<file path="src/rtl/int_alu_pkg.sv">
package int_alu_pkg;

  localparam int MODE_W = 4;

  typedef enum logic [MODE_W-1:0] {
    OP_ADD  = 4'd0,
    OP_ADDU = 4'd1,
    OP_SUB  = 4'd2,
    OP_SUBU = 4'd3,
    OP_AND  = 4'd4,
    OP_OR   = 4'd5,
    OP_XOR  = 4'd6,
    OP_NOR  = 4'd7,
    OP_SLT  = 4'd10,
    OP_SLTU = 4'd11
  } alu_op_e;

  typedef enum logic [2:0] {
    K_NONE,
    K_ARITH,
    K_LOGIC,
    K_LT_S,
    K_LT_U
  } alu_kind_e;

  typedef enum logic [1:0] {
    LG_AND,
    LG_OR,
    LG_XOR,
    LG_NOR
  } logic_sel_e;

  typedef struct packed {
    alu_kind_e  kind;
    logic       invert_b;
    logic       signed_ovf;
    logic_sel_e lsel;
  } alu_ctrl_t;

endpackage

</file>
<file path="src/rtl/int_alu_decode.sv">
module int_alu_decode
  import int_alu_pkg::*;
(
  input  logic [MODE_W-1:0] mode_i,
  output alu_ctrl_t         ctrl_o
);

  always_comb begin
    ctrl_o = '{kind: K_NONE, invert_b: 1'b0, signed_ovf: 1'b0, lsel: LG_AND};
    case (mode_i)
      OP_ADD:  begin ctrl_o.kind = K_ARITH; ctrl_o.signed_ovf = 1'b1; end
      OP_ADDU: ctrl_o.kind = K_ARITH;
      OP_SUB:  begin ctrl_o.kind = K_ARITH; ctrl_o.invert_b = 1'b1; ctrl_o.signed_ovf = 1'b1; end
      OP_SUBU: begin ctrl_o.kind = K_ARITH; ctrl_o.invert_b = 1'b1; end
      OP_AND:  begin ctrl_o.kind = K_LOGIC; ctrl_o.lsel = LG_AND; end
      OP_OR:   begin ctrl_o.kind = K_LOGIC; ctrl_o.lsel = LG_OR;  end
      OP_XOR:  begin ctrl_o.kind = K_LOGIC; ctrl_o.lsel = LG_XOR; end
      OP_NOR:  begin ctrl_o.kind = K_LOGIC; ctrl_o.lsel = LG_NOR; end
      OP_SLT:  begin ctrl_o.kind = K_LT_S;  ctrl_o.invert_b = 1'b1; end
      OP_SLTU: begin ctrl_o.kind = K_LT_U;  ctrl_o.invert_b = 1'b1; end
      default: ;
    endcase
  end

  always_comb begin
    if (ctrl_o.signed_ovf) begin
      AST_SIGNED_OVF_ARITH_ONLY: assert (ctrl_o.kind == K_ARITH && !mode_i[0]);
    end
  end

endmodule

</file>
<file path="src/rtl/int_alu_adder.sv">
module int_alu_adder #(
  parameter int W = 32
) (
  input  logic [W-1:0] a_i,
  input  logic [W-1:0] b_i,
  input  logic         cin_i,
  output logic [W-1:0] sum_o,
  output logic         c_msb_o,
  output logic         cout_o
);

  localparam int LO_W = W - 1;

  logic [LO_W-1:0] lo_sum;
  logic            msb_sum;

  // Low slice and top bit are separate so the carry into the MSB is visible.
  assign {c_msb_o, lo_sum} = {1'b0, a_i[LO_W-1:0]} + {1'b0, b_i[LO_W-1:0]} + {{LO_W{1'b0}}, cin_i};
  assign msb_sum = a_i[W-1] ^ b_i[W-1] ^ c_msb_o;
  assign cout_o  = (a_i[W-1] & b_i[W-1]) | (c_msb_o & (a_i[W-1] ^ b_i[W-1]));
  assign sum_o   = {msb_sum, lo_sum};

  always_comb begin
    if (c_msb_o ^ cout_o) begin
      AST_OVF_SIGN_FLIP: assert (a_i[W-1] == b_i[W-1] && sum_o[W-1] != a_i[W-1]);
    end
  end

endmodule

</file>
<file path="src/rtl/int_alu_logic.sv">
module int_alu_logic
  import int_alu_pkg::*;
#(
  parameter int W = 32
) (
  input  logic [W-1:0] a_i,
  input  logic [W-1:0] b_i,
  input  logic_sel_e   sel_i,
  output logic [W-1:0] y_o
);

  always_comb begin
    case (sel_i)
      LG_AND:  y_o = a_i & b_i;
      LG_OR:   y_o = a_i | b_i;
      LG_XOR:  y_o = a_i ^ b_i;
      default: y_o = ~(a_i | b_i);
    endcase
  end

endmodule

</file>
<file path="src/rtl/int_alu.sv">
module int_alu
  import int_alu_pkg::*;
#(
  parameter int W = 32
) (
  input  logic [W-1:0]      a_i,
  input  logic [W-1:0]      b_i,
  input  logic [MODE_W-1:0] mode_i,
  output logic [W-1:0]      result_o,
  output logic              carry_o,
  output logic              overflow_o,
  output logic              zero_o
);

  alu_ctrl_t      ctrl;
  logic [W-1:0]   b_eff;
  logic [W-1:0]   sum;
  logic [W-1:0]   lg_y;
  logic           c_msb;
  logic           c_out;
  logic           v_raw;
  logic           lt_s;
  logic           lt_u;

  int_alu_decode u_dec (
    .mode_i (mode_i),
    .ctrl_o (ctrl)
  );

  assign b_eff = ctrl.invert_b ? ~b_i : b_i;

  int_alu_adder #(.W(W)) u_add (
    .a_i     (a_i),
    .b_i     (b_eff),
    .cin_i   (ctrl.invert_b),
    .sum_o   (sum),
    .c_msb_o (c_msb),
    .cout_o  (c_out)
  );

  int_alu_logic #(.W(W)) u_lg (
    .a_i   (a_i),
    .b_i   (b_i),
    .sel_i (ctrl.lsel),
    .y_o   (lg_y)
  );

  assign v_raw = c_msb ^ c_out;
  // Sign corrected by overflow keeps the signed order right on wrap.
  assign lt_s  = sum[W-1] ^ v_raw;
  assign lt_u  = ~c_out;

  always_comb begin
    case (ctrl.kind)
      K_ARITH: result_o = sum;
      K_LOGIC: result_o = lg_y;
      K_LT_S:  result_o = {{(W-1){1'b0}}, lt_s};
      K_LT_U:  result_o = {{(W-1){1'b0}}, lt_u};
      default: result_o = '0;
    endcase
  end

  assign carry_o    = (ctrl.kind == K_ARITH) & c_out;
  assign overflow_o = ctrl.signed_ovf & v_raw;
  assign zero_o     = (ctrl.kind != K_NONE) & ~|result_o;

  always_comb begin
    if (mode_i == OP_ADDU || mode_i == OP_SUBU) begin
      AST_NO_OVF_UNSIGNED: assert (!overflow_o);
    end
    if (ctrl.kind == K_LOGIC) begin
      AST_LOGIC_FLAGS_QUIET: assert (!carry_o && !overflow_o);
    end
    if (ctrl.kind == K_LT_S || ctrl.kind == K_LT_U) begin
      AST_CMP_UPPER_CLEAR: assert (result_o[W-1:1] == '0 && !carry_o && !overflow_o);
    end
    if (mode_i == OP_SUBU && a_i == b_i) begin
      AST_SUB_EQUAL_ZERO: assert (zero_o && carry_o);
    end
    if (ctrl.kind == K_NONE) begin
      AST_UNDEF_QUIET: assert (result_o == '0 && !carry_o && !overflow_o && !zero_o);
    end
  end

endmodule

</file>
<file path="config.mk">
export PLATFORM = sky130hd
export DESIGN_NAME = int_alu
export DESIGN_NICKNAME = d
export VERILOG_FILES = /design/src/rtl/int_alu_pkg.sv /design/src/rtl/int_alu_decode.sv /design/src/rtl/int_alu_adder.sv /design/src/rtl/int_alu_logic.sv /design/src/rtl/int_alu.sv
export SDC_FILE = /design/constraint.sdc
export NUM_CORES = 1
export LEC_CHECK = 0
export BUFFER_PORTS_ARGS = -buffer_cell sky130_fd_sc_hd__buf_2
export CELL_PAD_IN_SITES_DETAIL_PLACEMENT = 1
export CELL_PAD_IN_SITES_GLOBAL_PLACEMENT = 2
export CORE_MARGIN = 4
export CORE_UTILIZATION = 25
export DETAILED_ROUTE_END_ITERATION = 8
export PLACE_DENSITY = 0.75
export SYNTH_ARGS = -nofsm -noshare
export SYNTH_HDL_FRONTEND = slang
export SYNTH_SLANG_ARGS = --single-unit
</file>
<file path="constraint.sdc">
create_clock -name vclk -period 6.2
set_input_delay 0.62 -clock vclk [all_inputs]
set_output_delay 0.62 -clock vclk [all_outputs]
set_load 0.01 [all_outputs]
</file>
==> impl_metrics.csv <==
group,metric,value,unit
floorplan,dieHeight,146,µm
cells_and_area,nClkBuffers,0,
logic_synthesis,synth_fp_nets,822,
floorplan,core,18600,µm²
sta,holdWs,1.72,ns
route,drt_iter0_drc,172,
sta,maxSlewViolCount,0,
setup_path,required,5.58,ns
sta,worstMarginPinSlew,0.721,ns
route,ant_nets,0,
logic_synthesis,ys_warn_count,0,
worst_hold_path,hold_start,"mode_i[3]",
sta,final.min_clock_period,6.78,ns
global_route,grt_max_degree,37,
logic_synthesis,synth_fa_ha_area_share,26.4,%
global_route,grt.overflow.total,0,
cells_and_area,seq_cells,0,
route,drc,0,
floorplan,start_util,25.4,%
cells_and_area,final_cell_mix,"buf_4, buf_2, ha_1",
floorplan,io_pins,103,
power,ir_drop,43.9,µV
cells_and_area,seqCellArea,0,µm²
cells_and_area,n_antenna_cell,0,
sta,max_freq,147,MHz
worst_hold_path,hp-class,"in2out",
sta,setup_viol,1,
logic_synthesis,syn_avg_cell_area,7.21,µm²
worst_hold_path,whs_path_depth,3,
sta,finalSetupTns,-0.581,ns
logic_synthesis,synth_compound_area_share,23.7,%
power,p_total,0.721,mW
global_route,grt_pass1_vias,5496,
global_route,grt_usage,15.8,%
global_route,antenna_found_initial,0,
logic_synthesis,synth.area.mux_share,8.07,%
setup_path,arrival,6.16,ns
logic_synthesis,synth_cells,656,
logic_synthesis,synth_xor_area_share,15.4,%
route,avgViaCountPerCell,4.91,
setup_path,cp-end-kind,"output port",
sta,fin_ws,-0.581,ns
route,drt_pass1_iterations,4,
floorplan,die_w,146,µm
logic_synthesis,synth_top_family_by_area,"adder cells",
power,leakage,3.25,nW
placement,gp_congestion,0.876,
route,wire_per_inst,16.5,µm
power,pwr_density_cell,115,nW/µm²
flow_run,maxCapViolations,0,
cells_and_area,area_growth,32.1,%
cells_and_area,layout_commonest_cell,"buf_4",
sta,timing_hold_violations_final,0,
floorplan,row_count,50,
logic_synthesis,seq_area_frac_synth,0,%
sta,period_share,109,%
setup_path,crit_path_start_kind,"input port",
outcome,status,"finished, violations left",
placement,detailed_place.area,6180,µm²
sta,maxSlewHeadroom,51.9,%
setup_path,path_max_fanout,16,
logic_synthesis,synth_cell_types,62,
cells_and_area,final_layout_size_suffix_gt1_share,29.1,%
logic_synthesis,synth_simple_gate_area_share,16.0,%
cells_and_area,nNetsFinal,990,
setup_path,criticalPathCategory,"in2out",
setup_path,critPathLaunch,"mode_i[2]",
logic_synthesis,syn_area,4730,µm²
outcome,violations,"negative setup slack",
cells_and_area,design_area,6250,µm²
route,wirelength,17400,µm
clocking,hold_buffers,0,
floorplan,dieArea,21200,µm²
sta,grt_setup_unrepaired,"yes",
route,vias,5182,
global_route,grt_pass1_wl,28600,µm
placement,dp_hpwl,15000,µm
placement,numPortBuffers,103,
==> worst paths after layout <==
path     endpoint
min   result_o[2]
max        zero_o
==> cell type report <==
type / count / area (µm²)
fillers: 2383 / 12400
multi-input cells: 536 / 4330
repair buffers: 208 / 1330
inverters: 78 / 293
well taps: 234 / 293
==> critical path, cell delays in order <==
cell and delay, ns:
buf_2 0.10, nand2b_2 0.18, buf_12 0.17, xnor2_1 0.14
ha_1 0.31, a21oi_1 0.10, a32oi_2 0.26, o31ai_4 0.11
o32a_1 0.41, o31ai_4 0.31, o31ai_4 0.09, a21oi_2 0.15
a211oi_2 0.07, fa_2 0.35, nand2_1 0.07, o21ai_0 0.09
a31oi_1 0.26, a31oi_1 0.11, or4_1 0.54, or4_1 0.43
nor4b_2 0.24, nand4bb_1 0.20, or4_4 0.47, nor4_4 0.20
buf_2 0.16
==> through the flow <==
step                      instances  util (%)  setup WS [ns]
after global routing           1056      33.5         -0.906
after detailed placement       1054      33.2         -0.745
after CTS                      1055      33.4         -0.574
after floorplan                 656         -         -0.131
final                          1056      33.5         -0.581
after global placement         1054      33.2         -0.533
==> logic make-up (layout without fill, tap and decap cells) <==
kind of cell,count (synthesis),in the layout
multiplexers,37,37
AO/OA/AOI/OAI,167,167
buffers and inverters,120,286
adder cells (fa/ha/maj),98,98
XOR/XNOR,83,83
AND/OR/NAND/NOR,151,151
==> per-layer routing <==
layer / GRT usage (%) / vias to the layer above / wire length, µm
li1: - / 2632 / -
met1: 21.6 / 2466 / 8070
met2: 29.2 / 84 / 8750
met3: 0.716 / 0 / 581
met4: 0.427 / 0 / 0
met5: 0 / - / 0
==> power by group <==
| group | total [mW] | switching [mW] | leakage, nW | internal (mW) |
|---|---|---|---|---|
| clock | 0 | 0 | 0 | 0 |
| sequential | 0 | 0 | 0 | 0 |
| combinational | 0.721 | 0.391 | 3.25 | 0.330 |
| total | 0.721 | 0.391 | 3.25 | 0.330 |
==> Yosys cell counts, types with 2 or more instances <==
library cell	number	area (µm²)
a211o_1	2	17.5
a211oi_1	9	67.6
a21o_1	15	113
a21oi_1	46	230
a22o_1	3	26.3
a22oi_1	2	15.0
a31oi_1	9	56.3
a32oi_1	3	26.3
and3_1	7	43.8
buf_1	3	11.3
buf_2	10	50.1
buf_4	2	15.0
buf_6	3	33.8
clkbuf_1	24	90.1
fa_1	3	60.1
ha_1	95	1190
inv_1	77	289
mux2_2	8	90.1
mux2i_1	28	280
nand2_1	41	154
nand2b_1	6	37.5
nand3_1	12	60.1
nand4_1	7	43.8
nor2_1	36	135
nor2b_1	9	56.3
nor3_1	10	50.1
o2111ai_1	2	17.5
o211ai_1	10	75.1
o21a_1	4	30.0
o21ai_0	24	120
o21bai_1	2	15.0
o22ai_1	15	93.8
o31ai_1	6	45.0
o32ai_1	2	17.5
or2_2	3	18.8
or3_1	6	37.5
or4_1	6	45.0
xnor2_1	61	534
xor2_1	22	193
==> what timing repair did <==
action / in CTS / in global routing
buffers inserted: 1 / 1
resized for setup: 6 / 3
pin swaps: 5 / 3
endpoints found under the setup margin: 1 / 1
Note: power is estimated with default switching activity, not from simulation.
